$ cat src/rtl/tlb_pkg.sv
package tlb_pkg;
  typedef enum logic [1:0] {
    ACC_READ  = 2'd0,
    ACC_WRITE = 2'd1,
    ACC_EXEC  = 2'd2
  } acc_e;

  typedef enum logic [1:0] {
    PERM_RO   = 2'd0,
    PERM_RW   = 2'd1,
    PERM_RX   = 2'd2,
    PERM_NONE = 2'd3
  } perm_e;

  function automatic logic perm_allows(input logic [1:0] perm, input logic [1:0] acc);
    logic ok;
    case (perm)
      PERM_RO: ok = (acc == ACC_READ);
      PERM_RW: ok = (acc == ACC_READ) || (acc == ACC_WRITE);
      PERM_RX: ok = (acc == ACC_READ) || (acc == ACC_EXEC);
      default: ok = 1'b0;
    endcase
    return ok;
  endfunction
endpackage

$ cat src/rtl/tlb_store.sv
module tlb_store #(
  parameter int ENTRIES = 16,
  parameter int VPN_W   = 20,
  parameter int PPN_W   = 20,
  parameter int IDX_W   = 4
) (
  input  logic                            clk,
  input  logic                            rst_n,
  input  logic                            flush,
  input  logic                            wr_en,
  input  logic [IDX_W-1:0]                wr_idx,
  input  logic [VPN_W-1:0]                wr_vpn,
  input  logic [PPN_W-1:0]                wr_ppn,
  input  logic [1:0]                      wr_perm,
  input  logic                            upd_en,
  input  logic [IDX_W-1:0]                upd_idx,
  input  logic                            upd_dirty,
  input  logic                            age_clear,
  output logic [ENTRIES-1:0]              valid_q,
  output logic [ENTRIES-1:0]              ref_q,
  output logic [ENTRIES-1:0]              dirty_q,
  output logic [ENTRIES-1:0][VPN_W-1:0]   vpn_q,
  output logic [ENTRIES-1:0][PPN_W-1:0]   ppn_q,
  output logic [ENTRIES-1:0][1:0]         perm_q
);
  for (genvar i = 0; i < ENTRIES; i++) begin : g_slot
    logic sel_wr, sel_upd;
    assign sel_wr  = wr_en && (wr_idx == IDX_W'(i));
    assign sel_upd = upd_en && (upd_idx == IDX_W'(i));

    always_ff @(posedge clk or negedge rst_n) begin
      if (!rst_n) begin
        valid_q[i] <= 1'b0;
        ref_q[i]   <= 1'b0;
        dirty_q[i] <= 1'b0;
        vpn_q[i]   <= '0;
        ppn_q[i]   <= '0;
        perm_q[i]  <= 2'd3;
      end else if (flush) begin
        valid_q[i] <= 1'b0;
      end else if (sel_wr) begin
        valid_q[i] <= 1'b1;
        ref_q[i]   <= 1'b0;
        dirty_q[i] <= 1'b0;
        vpn_q[i]   <= wr_vpn;
        ppn_q[i]   <= wr_ppn;
        perm_q[i]  <= wr_perm;
      end else begin
        if (sel_upd) begin
          ref_q[i] <= 1'b1;
          if (upd_dirty) dirty_q[i] <= 1'b1;
        end else if (age_clear) begin
          ref_q[i] <= 1'b0;
        end
      end
    end
  end
endmodule

$ cat src/rtl/tlb_match.sv
module tlb_match #(
  parameter int ENTRIES = 16,
  parameter int VPN_W   = 20,
  parameter int IDX_W   = 4
) (
  input  logic [ENTRIES-1:0]            valid_q,
  input  logic [ENTRIES-1:0][VPN_W-1:0] vpn_q,
  input  logic [VPN_W-1:0]              look_vpn,
  output logic                          hit_any,
  output logic                          multi,
  output logic [IDX_W-1:0]              hit_idx
);
  localparam int CNT_W = IDX_W + 1;
  logic [ENTRIES-1:0] match_vec;
  logic [CNT_W-1:0]   cnt;
  logic               found;

  for (genvar i = 0; i < ENTRIES; i++) begin : g_cmp
    assign match_vec[i] = valid_q[i] && (vpn_q[i] == look_vpn);
  end

  always_comb begin
    cnt     = '0;
    found   = 1'b0;
    hit_idx = '0;
    for (int i = 0; i < ENTRIES; i++) begin
      if (match_vec[i]) begin
        cnt = cnt + CNT_W'(1);
        if (!found) begin
          hit_idx = IDX_W'(i);
          found   = 1'b1;
        end
      end
    end
  end

  assign hit_any = found;
  assign multi   = (cnt > CNT_W'(1));
endmodule

$ cat src/rtl/tlb_victim.sv
module tlb_victim #(
  parameter int ENTRIES = 16,
  parameter int IDX_W   = 4
) (
  input  logic [ENTRIES-1:0] valid_q,
  input  logic [ENTRIES-1:0] ref_q,
  output logic [IDX_W-1:0]   victim_idx,
  output logic               age_clear
);
  logic got_free, got_cold;
  logic [IDX_W-1:0] free_idx, cold_idx;

  always_comb begin
    got_free = 1'b0;
    got_cold = 1'b0;
    free_idx = '0;
    cold_idx = '0;
    for (int i = ENTRIES - 1; i >= 0; i--) begin
      if (!valid_q[i]) begin
        got_free = 1'b1;
        free_idx = IDX_W'(i);
      end
      if (!ref_q[i]) begin
        got_cold = 1'b1;
        cold_idx = IDX_W'(i);
      end
    end
  end

  assign age_clear  = !got_free && !got_cold;
  assign victim_idx = got_free ? free_idx : (got_cold ? cold_idx : '0);
endmodule

$ cat src/rtl/tlb_xlate.sv
module tlb_xlate #(
  parameter int VA_W      = 32,
  parameter int PA_W      = 32,
  parameter int PAGE_BITS = 12,
  parameter int ENTRIES   = 16,
  localparam int VPN_W    = VA_W - PAGE_BITS,
  localparam int PPN_W    = PA_W - PAGE_BITS,
  localparam int IDX_W    = $clog2(ENTRIES)
) (
  input  logic             clk,
  input  logic             rst_n,
  input  logic             flush,
  input  logic             wr_en,
  input  logic [IDX_W-1:0] wr_idx,
  input  logic [VPN_W-1:0] wr_vpn,
  input  logic [PPN_W-1:0] wr_ppn,
  input  logic [1:0]       wr_perm,
  input  logic             req_valid,
  output logic             req_ready,
  input  logic [VA_W-1:0]  req_vaddr,
  input  logic [1:0]       req_acc,
  output logic             rsp_valid,
  output logic             rsp_hit,
  output logic [PA_W-1:0]  rsp_paddr,
  output logic             rsp_dirty,
  output logic             rsp_fault,
  output logic             trap_miss,
  output logic [VPN_W-1:0] trap_vpn,
  output logic             multi_err,
  output logic [IDX_W-1:0] victim_idx
);
  import tlb_pkg::*;

  logic [ENTRIES-1:0]            valid_q, ref_q, dirty_q;
  logic [ENTRIES-1:0][VPN_W-1:0] vpn_q;
  logic [ENTRIES-1:0][PPN_W-1:0] ppn_q;
  logic [ENTRIES-1:0][1:0]       perm_q;
  logic                          hit_any, multi, age_clear, take, allowed, good;
  logic [IDX_W-1:0]              hit_idx;
  logic [VPN_W-1:0]              look_vpn;

  assign req_ready = !(flush || wr_en);
  assign take      = req_valid && req_ready;
  assign look_vpn  = req_vaddr[VA_W-1:PAGE_BITS];
  assign allowed   = perm_allows(perm_q[hit_idx], req_acc);
  assign good      = take && hit_any && !multi;

  tlb_store #(.ENTRIES(ENTRIES), .VPN_W(VPN_W), .PPN_W(PPN_W), .IDX_W(IDX_W)) u_store (
    .clk(clk), .rst_n(rst_n), .flush(flush),
    .wr_en(wr_en), .wr_idx(wr_idx), .wr_vpn(wr_vpn), .wr_ppn(wr_ppn), .wr_perm(wr_perm),
    .upd_en(rsp_hit), .upd_idx(hit_idx), .upd_dirty(req_acc == ACC_WRITE),
    .age_clear(age_clear),
    .valid_q(valid_q), .ref_q(ref_q), .dirty_q(dirty_q),
    .vpn_q(vpn_q), .ppn_q(ppn_q), .perm_q(perm_q)
  );

  tlb_match #(.ENTRIES(ENTRIES), .VPN_W(VPN_W), .IDX_W(IDX_W)) u_match (
    .valid_q(valid_q), .vpn_q(vpn_q), .look_vpn(look_vpn),
    .hit_any(hit_any), .multi(multi), .hit_idx(hit_idx)
  );

  tlb_victim #(.ENTRIES(ENTRIES), .IDX_W(IDX_W)) u_victim (
    .valid_q(valid_q), .ref_q(ref_q),
    .victim_idx(victim_idx), .age_clear(age_clear)
  );

  assign rsp_valid = take;
  assign rsp_hit   = good && allowed;
  assign rsp_fault = good && !allowed;
  assign trap_miss = take && !hit_any;
  assign multi_err = take && multi;
  assign trap_vpn  = trap_miss ? look_vpn : '0;
  assign rsp_paddr = rsp_hit ? {ppn_q[hit_idx], req_vaddr[PAGE_BITS-1:0]} : '0;
  assign rsp_dirty = rsp_hit ? dirty_q[hit_idx] : 1'b0;
endmodule

$ cat config.mk
export PLATFORM = sky130hd
export DESIGN_NAME = tlb_xlate
export DESIGN_NICKNAME = d
export VERILOG_FILES = /design/src/rtl/tlb_pkg.sv /design/src/rtl/tlb_store.sv /design/src/rtl/tlb_match.sv /design/src/rtl/tlb_victim.sv /design/src/rtl/tlb_xlate.sv
export SDC_FILE = /design/constraint.sdc
export NUM_CORES = 2
export LEC_CHECK = 0
export BUFFER_PORTS_ARGS = -buffer_cell sky130_fd_sc_hd__buf_4
export CAP_MARGIN = 40
export CORE_MARGIN = 4
export CORE_UTILIZATION = 63
export DETAILED_ROUTE_END_ITERATION = 10
export GPL_ROUTABILITY_DRIVEN = 0
export GPL_TIMING_DRIVEN = 0
export PLACE_DENSITY = 0.81
export SLEW_MARGIN = 20
export SYNTH_ARGS = -nofsm -noshare
export SYNTH_HDL_FRONTEND = slang
export SYNTH_SLANG_ARGS = --single-unit
$ cat constraint.sdc
create_clock -name clk -period 26.4 [get_ports clk]
set_clock_uncertainty 0.2 [all_clocks]
set_input_delay 5.28 -clock clk [delete_from_list [all_inputs] [get_ports clk]]
set_output_delay 5.28 -clock clk [all_outputs]
set_load 0.02 [all_outputs]
## Word-level counts from Yosys, hierarchy flattened

Index checks and enable logic that the tools add are counted.

- Logic and storage cells: 581
- Output and inout bits: 63
- Input bits: 85
- Register bits after elaboration: 720

- $add $sub $neg: 15
- Mux-type cells: 236
- Bitwise logic cells: 1
- Magnitude comparators: 2
- Equal/unequal tests: 50
- Reductions and logical operators: 181

Operators with widths:

| cell | number |
|---|---|
| $eq A20 B20 Y1 | 16 |
| $mux W4 | 63 |
| $mux W1 | 150 |
| $reduce_bool A2 Y1 | 48 |
| $bmux W20 S4 | 1 |
| $mux W5 | 15 |
| $add A5 B1 Y5 const B | 14 |
| $eq A4 B4 Y1 const B | 16 |
| $reduce_and A2 Y1 | 32 |
| $logic_and A1 B1 Y1 | 56 |
| $reduce_and A3 Y1 | 16 |
| $reduce_bool A3 Y1 | 16 |
| $mux W20 | 2 |
| $eq A4 B3 Y1 const B | 8 |
| $mux W32 | 1 |
| $eq A4 B2 Y1 const B | 4 |
| $bmux W2 S4 | 1 |
| $eq A4 B1 Y1 const B | 2 |
| $logic_not A4 Y1 | 2 |
| $logic_not A1 Y1 | 6 |
| $gt A5 B1 Y1 const B | 1 |
| $lt A4 B5 Y1 const B | 1 |
| $bmux W1 S4 | 1 |
| $eq A2 B1 Y1 const B | 2 |
| 7 further kinds | 11 |

## Logic depth before layout (Yosys ltp)

- Depth after elaboration: 41
- Depth in mapped cells: 61
- Depth with buffers taken out: 57

## By module

From an unflattened synthesis, not the netlist that was laid out.

- Cell total of the unflattened synthesis: 2790
- Area total of the unflattened synthesis: 36637.6 µm²

By module, submodules not included:

| module | sequential area each (µm²) | area an instance (µm²) | cells an instance | instances |
|---|---|---|---|---|
| tlb_store | 18057.3 | 26970.9 | 1651 | 1 |
| tlb_match | 0.0 | 6107.1 | 820 | 1 |
| tlb_xlate | 0.0 | 3203.1 | 256 | 1 |
| tlb_victim | 0.0 | 356.6 | 63 | 1 |

## Worst setup path before layout

Ideal clock, no wire load.

- Kind: input to output
- From: in req_vaddr[24]
- To: out rsp_fault
- Slack: 4.317 ns
- Arrival: 16.603 ns
- Cell stages on the path: 59
- Path buffers: 4
- Cell sequence: buf_2 > buf_1 > xnor2_1 > nand4_1 > nor4_1 > and4_1 > inv_1 > ha_1 > and3b_1 > nand2_1 > and2_1 > inv_1 > ha_1 > nand2_1 > nand2_1 > ha_1 > or3_1 > o21a_1 > [23 not listed] > ha_1 > mux2i_1 > a21oi_1 > ha_1 > mux2_2 > ha_1 > nand2b_1 > o21ai_0 > inv_1 > ha_1 > nand2_1 > or4b_2 > mux2_2 > xnor3_1 > buf_4 > buf_4 > nand3_1 > nor3_1

- Word-level cells in the longest chain between the ends: 39
- Elaborated cells between the ends (all ways): 121
- Classes of those cells: 15 x add/sub; 1 x order compare; 18 x eq/ne; 65 x mux; 22 x reduce/logical

RTL lines:

| what | line | RTL |
|---|---|---|
| start: declaration | tlb_xlate.sv:20 | `input logic [VA_W-1:0] req_vaddr,` |
| parallel branches: the longest is 38 deep, another holds $add A5 B1 Y5 | -- |  |
| $logic_and A1 B1 Y1 * | tlb_xlate.sv:69 | `assign rsp_fault = good && !allowed;` |
| end: declaration | tlb_xlate.sv:26 | `output logic rsp_fault,` |

Mark *: on every way between the ends. The select of a mux whose other input is x is not followed.

## Final worst setup path

- From: in req_vaddr[13]
- To: out rsp_fault

Same word-level chain as after synthesis.

==> results.sh <==
export IMPL_syn_nets=3345
export IMPL_grt_pass1_vias=29908
export IMPL_post_cts_setup_buffer_count=0
export IMPL_yosys_warnings=0
export IMPL_grt_usage=0.378
export IMPL_slowest_stage="nor4_1"
export IMPL_routed_wl_um=123000
export IMPL_crit_cells=61
export IMPL_tightest_slew_ns=1.03
export IMPL_ff2ff_path_depth=56
export IMPL_synth_distinct_cells=86
export IMPL_max_stage_delay_ns=0.66
export IMPL_overflow=0
export IMPL_drive_gt1_frac=0.345
export IMPL_post_dp_cell_area_mm2=0.0407
export IMPL_async_flop_share=1.00
export IMPL_post_place_ws_ns=1.78
export IMPL_cts_tree="yes"
export IMPL_p_total_mw=3.15
export IMPL_io_pins=148
export IMPL_max_freq_ghz=0.0397
export IMPL_maxSlewHeadroom=0.311
export IMPL_grt_pass1_wl_um=183000
export IMPL_start_kind="input pin"
export IMPL_ctsResizeCount=0
export IMPL_cts_sinks=720
export IMPL_vias_per_cell=6.67
export IMPL_finalHoldViolations=0
export IMPL_drc=0
export IMPL_final_nets=3642
export IMPL_ir_drop_v=0.0000713
export IMPL_start_util=0.638
export IMPL_synth_ff_type="dfrtp_1"
export IMPL_cp_end_kind="output port"
export IMPL_max_cap_violations=0
export IMPL_leakage_nw=18.7
export IMPL_hold_buffers=0
export IMPL_postSynthAreaPerCell_um2=11.7
export IMPL_drt_iter0_drc=3211
export IMPL_clockRootBuffer="clkbuf_16"
export IMPL_numCtsBuffers=77
export IMPL_hold_ws_ns=0.304
export IMPL_die_area_mm2=0.0640
export IMPL_io_buffers=127
export IMPL_fp_row_count=89
export IMPL_crit_top_cell="ha_1"
export IMPL_crit_required_ns=20.92
export IMPL_setup_ws_ns=1.20
export IMPL_slew_viol_final=0
export IMPL_final_common_cell="mux2_2"
export IMPL_path_max_fanout=10
export IMPL_critical_path_class="input pin to output port"
export IMPL_ys_seq_area_frac=0.478
export IMPL_synth_edf_count=0
export IMPL_synthCells=3240
export IMPL_final_setup_tns_ns=0
export IMPL_cp_top_family="simple AND/OR/NAND/NOR gates"
export IMPL_clk_pin_slew_worst_paths_ns=0.06
export IMPL_syn_to_final_growth_pct=15.3
export IMPL_rsz0062_at_grt="false"
export IMPL_worstHoldStart="u_store.ppn_q[21]"
export IMPL_fin_util=0.735
export IMPL_worstPathArrival_ns=19.72
export IMPL_setup_viol_count_final=0
export IMPL_post_route_period_util=0.954
export IMPL_htree_levels=3
export IMPL_synth_area_mm2=0.0378
export IMPL_drtAntennaViolNets=0
export IMPL_worstReg2RegEnd="u_store.dirty_q[1]"
export IMPL_grt_max_degree=107
export IMPL_min_path_type="flip-flop to flip-flop"
export IMPL_antenna_found_initial=2
export IMPL_reg2reg_setup_slack_ns=13.08
export IMPL_p_per_area_mw_per_mm2=72.3
export IMPL_die_w_um=253
export IMPL_dr_pass1_iters=6
export IMPL_final_cell_mix="mux2_2 (766), dfrtp_1 (688), xnor2_1 (243)"
export IMPL_worstHoldEndpoint="u_store.ppn_q[21]"
export IMPL_dp_hpwl_um=86900
export IMPL_fin_cells=4374
export IMPL_final_area_mm2=0.0436
export IMPL_vias=29189
export IMPL_ys_seq_elements=720
export IMPL_wl_per_cell_um=28.2
export IMPL_dieHeight_um=253
export IMPL_dp_cells=4214
export IMPL_clockBufferDepth=3
export IMPL_min_period_ns=25.20
export IMPL_clk_latency_ns=0.64
export IMPL_critical_path_buf_inv_count=9
export IMPL_hold_depth=1
export IMPL_core_area_mm2=0.0592
export IMPL_r2r_start="u_store.vpn_q[12]"
export IMPL_outcome="finished clean"
-- kinds of logic after synthesis --
logic type               after synthesis  synth area share
multiplexers                         859             0.253
flip-flops                           720             0.478
AND/OR/NAND/NOR                      715            0.0970
XOR/XNOR                             357            0.0865
AO/OA/AOI/OAI                        306            0.0502
buffers and inverters                263            0.0289
adder cells (fa/ha/maj)               20           0.00662
-- final cells by class --
type	instances	area [um^2]
diodes	2	5.00
plain buffers	230	968
clock buffers	109	2270
clock inverters	32	420
fillers	3777	15700
inverters	33	124
multi-input cells	2257	18700
flip-flops and latches	720	18100
well taps	773	967
repair buffers	218	2040
-- layer usage --
layer / GRT usage / wire length (um) / vias to the layer above
li1: - / - / 12090
met1: 0.480 / 45500 / 14571
met2: 0.581 / 55600 / 1901
met3: 0.0990 / 13100 / 625
met4: 0.238 / 9000 / 2
met5: 0 / 13 / -
-- registers in the layout (all words and copies together) (netlist names) --
name and cells:
u_store.vpn_q 320, u_store.ref_q 16, u_store.valid_q 16, u_store.ppn_q 320, u_store.perm_q 32, u_store.dirty_q 16
-- worst reg2reg max path: cells and delay by family, from the launching register on --
kind / cells / cell delay, ns
simple gates: 23 / 4.75
flops: 1 / 0.40
xor+xnor: 2 / 0.44
mux: 3 / 0.68
compound gates: 10 / 2.08
buf+inv: 4 / 0.50
fa+ha+maj: 14 / 4.11
-- synth_stat cells, types with 34 or more instances --
| cell | instances | area share |
|---|---|---|
| a21oi_1 | 119 | 0.016 |
| and2_1 | 34 | 0.0056 |
| clkbuf_1 | 168 | 0.017 |
| dfrtp_1 | 688 | 0.46 |
| mux2_2 | 766 | 0.23 |
| mux2i_1 | 93 | 0.025 |
| nand2_1 | 122 | 0.012 |
| nand3_1 | 44 | 0.0058 |
| nand4_1 | 81 | 0.013 |
| nor2_1 | 212 | 0.021 |
| nor3_1 | 58 | 0.0077 |
| nor4_1 | 48 | 0.0079 |
| o21ai_0 | 47 | 0.0062 |
| o22ai_1 | 44 | 0.0073 |
| xnor2_1 | 243 | 0.056 |
| xor2_1 | 103 | 0.024 |
-- worst max-delay path by stage --
stage	startpoint	to	slack [ns]
floorplan	req_vaddr[24]	rsp_fault	4.32
CTS	req_vaddr[17]	rsp_fault	1.63
global route	req_vaddr[13]	rsp_fault	0.94
finish	req_vaddr[13]	rsp_fault	1.20
detailed placement	req_vaddr[17]	rsp_fault	1.78
global placement	req_vaddr[28]	rsp_fault	2.04
-- where the power goes --
group	total, mW	internal (mW)	switching, mW
logic	0.552	0.292	0.259
clock network	1.15	0.689	0.464
registers	1.45	1.31	0.134
total	3.15	2.29	0.857
Note: power is estimated with default switching activity, not from simulation.
